File: config.mk
export PLATFORM = sky130hd
export DESIGN_NAME = baud_tick_gen
export DESIGN_NICKNAME = d
export VERILOG_FILES = /design/src/rtl/baud_pkg.sv /design/src/rtl/baud_mode_dec.sv /design/src/rtl/baud_div_cnt.sv /design/src/rtl/baud_os_cnt.sv /design/src/rtl/baud_tick_gen.sv
export SDC_FILE = /design/constraint.sdc
export NUM_CORES = 1
export LEC_CHECK = 0
export ABC_AREA = 1
export ABC_CLOCK_PERIOD_IN_PS = 2100
export BUFFER_PORTS_ARGS = -buffer_cell sky130_fd_sc_hd__buf_2
export CAP_MARGIN = 20
export CORE_MARGIN = 1
export CORE_UTILIZATION = 57
export DETAILED_ROUTE_END_ITERATION = 8
export PLACE_DENSITY_LB_ADDON = 0.25
export SLEW_MARGIN = 25
export SYNTH_ARGS = -nofsm -noshare
export SYNTH_HDL_FRONTEND = slang
export SYNTH_HIERARCHICAL = 1
export SYNTH_SLANG_ARGS = --single-unit
File: constraint.sdc
create_clock -name clk -period 2.1 [get_ports clk]
set_input_delay 0.21 -clock clk [delete_from_list [all_inputs] [get_ports clk]]
set_output_delay 0.21 -clock clk [all_outputs]
set_load 0.01 [all_outputs]
File: src/rtl/baud_pkg.sv
// Shared definitions for the baud tick generator.
// Assumes a multiplier of at most 64, so a 6-bit count is enough.
package baud_pkg;
    localparam int MULT_W = 6;

    // Returns the last oversample count index (multiplier - 1) for a mode set.
    function automatic logic [MULT_W-1:0] mult_last(input logic sync_sel,
                                                    input logic hs_sel,
                                                    input logic wide_sel);
        if (sync_sel)                 return MULT_W'(3);
        else if (hs_sel && wide_sel)  return MULT_W'(3);
        else if (hs_sel ^ wide_sel)   return MULT_W'(15);
        else                          return MULT_W'(63);
    endfunction
endpackage

File: src/rtl/baud_mode_dec.sv
// Decodes the three mode bits into the oversample count limit, and builds
// the effective divisor from the two bytes. Purely combinational.
// Assumes the two byte inputs are held stable by the register owner.
module baud_mode_dec
    import baud_pkg::*;
#(
    parameter int BYTE_W = 8,
    localparam int DIV_W = 2 * BYTE_W
) (
    input  logic              sync_sel,
    input  logic              hs_sel,
    input  logic              wide_sel,
    input  logic [BYTE_W-1:0] hi_byte,
    input  logic [BYTE_W-1:0] lo_byte,
    output logic [MULT_W-1:0] last_idx,
    output logic [DIV_W-1:0]  div_eff
);
    // Multiplier limit from the joint mode decode.
    always_comb last_idx = mult_last(sync_sel, hs_sel, wide_sel);

    // Divisor width follows the wide select; the high byte is dropped when narrow.
    always_comb div_eff = wide_sel ? {hi_byte, lo_byte} : {{BYTE_W{1'b0}}, lo_byte};
endmodule

File: src/rtl/baud_div_cnt.sv
// Down-counter that divides the clock by (div + 1). It gives a registered
// oversample strobe and a combinational wrap flag for the next stage.
// Assumes div is stable except around a restart.
module baud_div_cnt #(
    parameter int DIV_W = 16
) (
    input  logic             clk,
    input  logic             rst_n,
    input  logic             en,
    input  logic             restart,
    input  logic [DIV_W-1:0] div,
    output logic             wrap,
    output logic             os_pulse
);
    logic [DIV_W-1:0] cnt;

    // The count reaches zero on an enabled cycle with no restart.
    always_comb wrap = en && !restart && (cnt == '0);

    // Counts down, reloads on wrap, reset, disable or restart.
    always_ff @(posedge clk) begin
        if (!rst_n || !en || restart) begin
            cnt      <= div;
            os_pulse <= 1'b0;
        end else if (cnt == '0) begin
            cnt      <= div;
            os_pulse <= 1'b1;
        end else begin
            cnt      <= cnt - 1'b1;
            os_pulse <= 1'b0;
        end
    end

    // an enabled nonzero count steps down by exactly one
    a_r1_count_down: assert property (@(posedge clk) disable iff (!rst_n)
        (en && !restart && cnt != '0) |=> (cnt == $past(cnt) - 1'b1));

    // a restart loads the divisor present at the restart
    a_r9_reload: assert property (@(posedge clk) disable iff (!rst_n)
        restart |=> (cnt == $past(div)));
endmodule

File: src/rtl/baud_os_cnt.sv
// Counts divisor wraps modulo the multiplier. It gives a registered bit
// strobe on the wrap that completes a bit period.
// Assumes last_idx changes only together with a restart or while disabled.
module baud_os_cnt
    import baud_pkg::*;
(
    input  logic              clk,
    input  logic              rst_n,
    input  logic              en,
    input  logic              restart,
    input  logic              wrap,
    input  logic [MULT_W-1:0] last_idx,
    output logic              bit_pulse
);
    logic [MULT_W-1:0] osc;

    // Advances on each wrap, folds at the limit and flags the bit boundary.
    always_ff @(posedge clk) begin
        if (!rst_n || !en || restart) begin
            osc       <= '0;
            bit_pulse <= 1'b0;
        end else if (wrap) begin
            if (osc >= last_idx) begin
                osc       <= '0;
                bit_pulse <= 1'b1;
            end else begin
                osc       <= osc + 1'b1;
                bit_pulse <= 1'b0;
            end
        end else begin
            bit_pulse <= 1'b0;
        end
    end

    // the count moves only when the divisor stage wraps
    a_r2_hold_between: assert property (@(posedge clk) disable iff (!rst_n)
        (en && !restart && !wrap) |=> $stable(osc));
endmodule

File: src/rtl/baud_tick_gen.sv
// Top level of the baud tick generator. It ties the mode decode, the divisor
// counter and the oversample counter together.
// Assumes the mode bits change only with a divisor write or while disabled.
module baud_tick_gen
    import baud_pkg::*;
#(
    parameter int BYTE_W = 8
) (
    input  logic              clk,
    input  logic              rst_n,
    input  logic              enable,
    input  logic              sync_mode,
    input  logic              high_speed,
    input  logic              wide_div,
    input  logic [BYTE_W-1:0] div_hi,
    input  logic [BYTE_W-1:0] div_lo,
    input  logic              div_wr,
    output logic              os_tick,
    output logic              bit_tick
);
    localparam int DIV_W = 2 * BYTE_W;

    logic [MULT_W-1:0] last_idx;
    logic [DIV_W-1:0]  div_eff;
    logic              wrap;

    baud_mode_dec #(.BYTE_W(BYTE_W)) u_dec (
        .sync_sel (sync_mode),
        .hs_sel   (high_speed),
        .wide_sel (wide_div),
        .hi_byte  (div_hi),
        .lo_byte  (div_lo),
        .last_idx (last_idx),
        .div_eff  (div_eff)
    );

    baud_div_cnt #(.DIV_W(DIV_W)) u_div (
        .clk      (clk),
        .rst_n    (rst_n),
        .en       (enable),
        .restart  (div_wr),
        .div      (div_eff),
        .wrap     (wrap),
        .os_pulse (os_tick)
    );

    baud_os_cnt u_osc (
        .clk       (clk),
        .rst_n     (rst_n),
        .en        (enable),
        .restart   (div_wr),
        .wrap      (wrap),
        .last_idx  (last_idx),
        .bit_pulse (bit_tick)
    );

    // a bit strobe always coincides with an oversample strobe
    a_r2_bit_on_os: assert property (@(posedge clk) disable iff (!rst_n)
        bit_tick |-> os_tick);

    // a disabled port produces no strobes on the next cycle
    a_r11_quiet_off: assert property (@(posedge clk) disable iff (!rst_n)
        !enable |=> (!os_tick && !bit_tick));

    // synchronous mode always decodes to a multiplier of four
    a_r3_sync_mult: assert property (@(posedge clk) disable iff (!rst_n)
        sync_mode |-> (last_idx == MULT_W'(3)));

    // the slowest async mode decodes to sixty-four
    a_r6_slow_mult: assert property (@(posedge clk) disable iff (!rst_n)
        (!sync_mode && !high_speed && !wide_div) |-> (last_idx == MULT_W'(63)));
endmodule

==> results.sh, run 1 <==
export IMPL_finalWirelength_um=3410
export IMPL_p_leak_nw=1.05
export IMPL_num_vias=1584
export IMPL_finClkSkew_ns=0.00364
export IMPL_antenna_diode_count=0
export IMPL_io_buffers=24
export IMPL_yosysTopAreaCell="dfxtp_1"
export IMPL_synth_top_cells_by_area="dfxtp_1, nand2_1, nor2_1, inv_1, ha_1"
export IMPL_numCtsBuffers=3
export IMPL_arrival_ns=2.08
export IMPL_ys_warn_count=6
export IMPL_rsz0062_at_grt="false"
export IMPL_crit_type="register to register"
export IMPL_postLayoutCellArea_mm2=0.00193
export IMPL_critPathLaunch="u_div/cnt[0]"
export IMPL_max_freq_mhz=542
export IMPL_yosysSeqAreaShare_pct=26.6
export IMPL_gp_congestion=0.872
export IMPL_outcome="completed"
export IMPL_area_growth_pct=6.92
export IMPL_setup_tns_ns=0
export IMPL_drv_slew=0
export IMPL_dpl_cell_area_mm2=0.00188
export IMPL_grt_first_pass_wirelength_um=5950
export IMPL_grt_antenna_before_repair=0
export IMPL_root_buffer="clkbuf_4"
export IMPL_cts_tree="yes"
export IMPL_cp_max_fo=6
export IMPL_hold_path_class="input pin to register"
export IMPL_cp_data_required_time_ns=2.34
export IMPL_drc_errors=0
export IMPL_most_common_layout_cells="nand2_1, nor2_1, inv_1"
export IMPL_start_util_pct=59.8
export IMPL_synth_seq_cells=24
export IMPL_via_per_inst=4.55
export IMPL_cp_end_kind="register"
export IMPL_final_fill_count=292
export IMPL_reg2regPathDepth=10
export IMPL_grt_start_max_net_pins=17
export IMPL_core_area_mm2=0.00303
export IMPL_drtIter0Drc=73
export IMPL_rrSetupSlack_ns=0.26
export IMPL_grt_overflow=0
export IMPL_nNetsFinal=337
export IMPL_synth_cell_types=27
export IMPL_first_pass_iters=4
export IMPL_cts_hold_buf=0
export IMPL_start_kind="register"
export IMPL_r2r_start="u_div/cnt[0]"
export IMPL_fin_util_pct=63.9
export IMPL_layoutNonFillerInstCount=348
export IMPL_worstSkewPairLatency_ns=0.33
export IMPL_hold_end="u_div/cnt[7]"
export IMPL_fin_crit_sh_pct=87.8
export IMPL_die_width_um=58.3
export IMPL_cts_resized=0
export IMPL_netlist_instances=288
export IMPL_place_inst=344
export IMPL_cts_htree_levels=1
export IMPL_post_cts_buffers=0
export IMPL_rows=20
export IMPL_peakVddDrop_mv=0.382
export IMPL_cts_sinks=24
export IMPL_die_h_um=58.3
export IMPL_grtUsageTotal_pct=22.3
export IMPL_hold_path_cell_count=3
export IMPL_die_area_mm2=0.00340
export IMPL_powerDensity_mw_per_mm2=538
export IMPL_holdWs_ns=0.0826
export IMPL_r2r_end="u_osc/osc[3]"
export IMPL_final_common_cell="nand2_1"
export IMPL_detail_route_antenna_nets=0
export IMPL_io_pins=25
export IMPL_syn_avg_cell_area_um2=6.28
export IMPL_synth_top_area_share_pct=26.6
export IMPL_hpwlAfterDp_um=2690
export IMPL_routedWlPerCell_um=9.80
export IMPL_period_minus_slack_ns=1.84
export IMPL_grt_pass1_vias=1503
export IMPL_drive_gt1_share_pct=16.8
export IMPL_clk_path_buf_depth=2
export IMPL_clk_pin_slew_worst_paths_ns=0.14
export IMPL_netlist_area_mm2=0.00181
export IMPL_setup_viol=0
export IMPL_hold_start="div_lo[7]"
export IMPL_drv_cap=0
export IMPL_hold_violations=0
[critical path, stage by stage (launching register included)]
cell	delay [ns]
dfxtp_1	0.36
inv_1	0.14
ha_1	0.20
nand3_1	0.12
nor2_4	0.14
nand3_4	0.07
nor2_1	0.26
buf_4	0.20
nand2_1	0.08
nand2_2	0.13
nor2_1	0.06
[report_power, final]
| part | switching (mW) | total [mW] | leakage [nW] | internal [mW] |
|---|---|---|---|---|
| registers | 0.0261 | 0.507 | 0.199 | 0.481 |
| logic | 0.112 | 0.188 | 0.819 | 0.0759 |
| clock network | 0.152 | 0.345 | 0.0279 | 0.193 |
[synthesized netlist by cell type]
cell	count
nor2_2	5
a21oi_1	10
ha_1	9
buf_2	1
buf_4	13
buf_6	3
inv_2	2
nand2_2	4
nor3_2	1
nand3_4	1
xnor2_1	4
nand2_4	2
nand3_1	12
o21ai_0	2
o21ai_1	2
inv_1	41
nor2_4	3
mux2i_1	1
nand4_1	1
nor2_1	46
nand3_2	1
nand3b_1	3
o21bai_1	2
nand2_1	90
conb_1	1
dfxtp_1	24
xor2_1	4
[worst max path at each step]
stage	to	slack, ns	depth (start not counted)
after floorplan	u_osc/osc[5]	0.23	13
after global placement	u_osc/osc[5]	0.35	11
after detailed placement	u_osc/osc[3]	0.30	10
after CTS	u_osc/osc[5]	0.27	11
after global routing	u_osc/osc[5]	0.11	11
final	u_osc/osc[3]	0.26	10
[stage by stage]
stage / worst slack (ns) / total power [mW]
2_1_floorplan: 0.228 / 0.667
3_3_place_gp: 0.355 / 0.701
3_5_place_dp: 0.298 / 0.703
4_1_cts: 0.271 / 1.04
5_1_grt: 0.106 / 1.09
6_report: 0.256 / 1.04
[state kept, by name (all words and copies together), names as in the netlist]
signal	count
u_div/cnt	16
u_div/os_pulse	1
u_osc/osc	6
u_osc/bit_pulse	1
[kinds of logic (layout without fill, tap and decap cells)]
family	count (synthesis)	after routing	synth area share, %
AO/OA/AOI/OAI	16	16	4.70
XOR/XNOR	8	8	3.87
adder cells (fa/ha/maj)	9	9	6.22
buffers and inverters	60	75	16.5
flip-flops	24	24	26.6
multiplexers	1	1	0.553
other	1	2	0.207
AND/OR/NAND/NOR	169	169	41.4
[layer usage]
layer | vias to the layer above | wire length [um] | track usage (%)
met3 | 4 | 158 | 4.18
li1 | 881 | - | -
met1 | 661 | 1770 | 29.8
met2 | 38 | 1430 | 37.1
met5 | - | 0 | 0
met4 | 0 | 48 | 6.12
[cell type report]
cell class | instances | area [um^2] | area share (%)
repair buffers | 28 | 150 | 7.76
flip-flops and latches | 24 | 480 | 24.8
inverters | 43 | 161 | 8.34
multi-input cells | 205 | 1030 | 53.5
clock buffers | 3 | 22.5 | 1.16
well taps | 44 | 55.1 | 2.85
clock inverters | 1 | 30.0 | 1.55
Power figures use the tool's default switching activity.
==> run 2, diff against run 1 <==
- ABC_AREA: 1 -> default
- CORE_UTILIZATION: 57 -> 56
==> run 2 against run 1 <==
Effect of this change:
- wire length decreased by 20%
- die area decreased by 11%
- clock-buffer cell count unchanged
- critical path type unchanged
==> results.sh, run 2 <==
export IMPL_outcome="completed"
export IMPL_cts_sinks=24
export IMPL_die_width_um=55.0
export IMPL_grt_start_max_net_pins=16
export IMPL_synthSimpleGateAreaFrac_pct=23.7
export IMPL_io_pins=25
export IMPL_fin_crit_sh_pct=95.8
export IMPL_synth_common_cells="dfxtp_1, buf_4, xnor2_1"
export IMPL_grt_overflow=0
export IMPL_cpMostUsedCell="buf_4"
export IMPL_holdWs_ns=0.117
export IMPL_start_util_pct=61.2
export IMPL_cts_tree="yes"
export IMPL_rrSetupSlack_ns=0.09
export IMPL_synth_edff_count=0
export IMPL_drv_slew=0
export IMPL_die_area_mm2=0.00302
export IMPL_crit_type="register to register"
export IMPL_cts_htree_levels=1
export IMPL_p_leak_nw=0.761
export IMPL_total_power_mw=0.858
export IMPL_ys_warn_count=6
export IMPL_drc_errors=0
export IMPL_pre_cts_slack_ns=-0.0197
export IMPL_finalWirelength_um=2720
export IMPL_grt_antenna_before_repair=0
export IMPL_clk_pin_slew_worst_paths_ns=0.12
export IMPL_cp_slowest_cell="dfxtp_1"
export IMPL_syn_avg_cell_area_um2=10.2
export IMPL_synthMuxAreaShare_pct=13.5
export IMPL_clk_path_buf_depth=2
export IMPL_cp_slowest_stage_delay_ns=0.35
export IMPL_netlist_instances=154
export IMPL_path_cells="inv_1 > ha_1 > nor4b_4 > nand4_4 > nor3b_1 > buf_4 > nand3_4 > o31ai_4 > buf_4 > nor3_1"
export IMPL_powerDensity_mw_per_mm2=494
export IMPL_numCtsBuffers=3
export IMPL_finClkSkew_ns=0.00208
export IMPL_largest_register="u_div/cnt"
export IMPL_drive_gt1_share_pct=35.2
export IMPL_drtIter0Drc=6
export IMPL_gp_congestion=0.726
export IMPL_hold_violations=0
export IMPL_area_growth_pct=10.5
export IMPL_synth_seq_cells=24
export IMPL_largest_reg_flops=16
export IMPL_synth_top_area_share_pct=30.6
export IMPL_antenna_diode_count=0
export IMPL_synth_top_family_by_area="simple AND/OR/NAND/NOR gates"
export IMPL_via_per_inst=5.26
export IMPL_cp_max_fo=5
export IMPL_yosysTopAreaCell="dfxtp_1"
export IMPL_die_h_um=55.0
export IMPL_routedLengthMet1_um=1190
export IMPL_synthXorXnorAreaFrac_pct=10.0
export IMPL_first_pass_iters=3
export IMPL_start_kind="register"
export IMPL_io_buffers=24
export IMPL_synth_cell_types=40
export IMPL_rsz0062_at_grt="false"
export IMPL_arrival_ns=2.22
export IMPL_max_freq_mhz=497
export IMPL_wl_met3_um=87
export IMPL_synth_compound_area_share_pct=4.94
export IMPL_nNetsFinal=213
export IMPL_rows=18
export IMPL_cts_hold_buf=0
export IMPL_setup_viol=0
export IMPL_core_area_mm2=0.00257
export IMPL_cp_data_required_time_ns=2.30
export IMPL_num_vias=1099
export IMPL_ys_flop_type="dfxtp_1"
export IMPL_wl_met2_um=1440
export IMPL_yosysMostFrequentCell="dfxtp_1"
export IMPL_grt_pass1_vias=998
export IMPL_grt_first_pass_wirelength_um=4150
export IMPL_grtUsageTotal_pct=19.8
export IMPL_top_regs="u_div/cnt x16, u_osc/osc x6"
export IMPL_setup_tns_ns=0
export IMPL_synth_fa_ha_area_share_pct=7.17
export IMPL_hold_path_class="input pin to register"
export IMPL_cp_end_kind="register"
export IMPL_peakVddDrop_mv=0.446
export IMPL_most_common_layout_cells="buf_2, dfxtp_1, xnor2_1"
export IMPL_detail_route_antenna_nets=0
export IMPL_timing_final_ws_setup_ns=0.0891
export IMPL_period_minus_slack_ns=2.01
export IMPL_dr_max_layer_used="met4"
export IMPL_routedWlPerCell_um=13.0
export IMPL_root_buffer="clkbuf_4"
export IMPL_drv_cap=0
export IMPL_async_flop_share_pct=0
export IMPL_yosysSeqAreaShare_pct=30.6
export IMPL_netlist_area_mm2=0.00157
export IMPL_worstSkewPairLatency_ns=0.31
export IMPL_hpwlAfterDp_um=2150
export IMPL_synth_top_cells_by_area="dfxtp_1, mux2_4, ha_1, xnor2_1, buf_4"
-- run 2: changes by cell type in the layout (fill, tap and decap cells not counted), moves of 9 or more --
cell and change:
inv_1 -32, nor2_1 -42, mux2_4 +9, nand2_1 -83
nand3_1 -10
-- run 2: where the power goes --
group	internal, mW	leakage, nW	switching, mW
Combinational	0.0866	0.548	0.0629
Clock	0.0671	0.0138	0.132
Sequential	0.479	0.199	0.0299
Total	0.633	0.761	0.225
-- run 2: final timing paths --
| path | end | start | depth (start not counted) |
|---|---|---|---|
| worst max-delay path | u_osc/osc[1] | u_div/cnt[0] | 10 |
| worst min-delay path | u_div/cnt[4] | div_lo[4] | 2 |
| worst min register to register | u_osc/osc[5] | u_osc/osc[5] | 2 |
| worst max register to register | u_osc/osc[1] | u_div/cnt[0] | 10 |
-- run 2: per-layer routing --
| layer | vias up | track usage, % |
|---|---|---|
| met2 | 14 | 38.6 |
| met5 | - | 0 |
| met3 | 2 | 5.19 |
| met4 | 0 | 4.17 |
| met1 | 511 | 21.0 |
| li1 | 572 | - |
-- run 2: area by class of cell --
cell class	count	area (um^2)
clock buffer	3	22.5
fill	216	831
inverter	9	33.8
multi-input combinational	108	960
sequential	24	480
tap	30	37.5
timing repair buffer	35	203
-- run 2: per-stage QoR --
| stage | instances | util, % | instance area (um^2) |
|---|---|---|---|
| 2_1_floorplan | 155 | - | 1580 |
| 3_3_place_gp | 202 | 65.1 | 1670 |
| 3_5_place_dp | 202 | 65.1 | 1670 |
| 4_1_cts | 205 | 65.9 | 1690 |
| 5_1_grt | 209 | 67.6 | 1740 |
| 6_report | 209 | 67.6 | 1740 |
-- run 2: critical path: cells and delay by family (launching register included) --
kind	cells	cell delay [ns]
DFF	1	0.35
and+or+nand+nor	5	0.70
buffers and inverters	3	0.45
adders and majority gates	1	0.15
AOI/OAI and AO/OA	1	0.26
-- run 2: kinds of logic (layout without fill, tap and decap cells) --
logic type / after synthesis / after routing
buffers and inverters: 23 / 47
AND/OR/NAND/NOR: 54 / 54
XOR/XNOR: 18 / 18
adder cells (fa/ha/maj): 9 / 9
flip-flops: 24 / 24
multiplexers: 16 / 16
other: 1 / 2
AO/OA/AOI/OAI: 9 / 9
-- run 2: what timing repair did --
item	CTS	global route
setup endpoints to repair	7	7
setup buffers	0	4
pin swaps	1	2
resized for setup	0	2
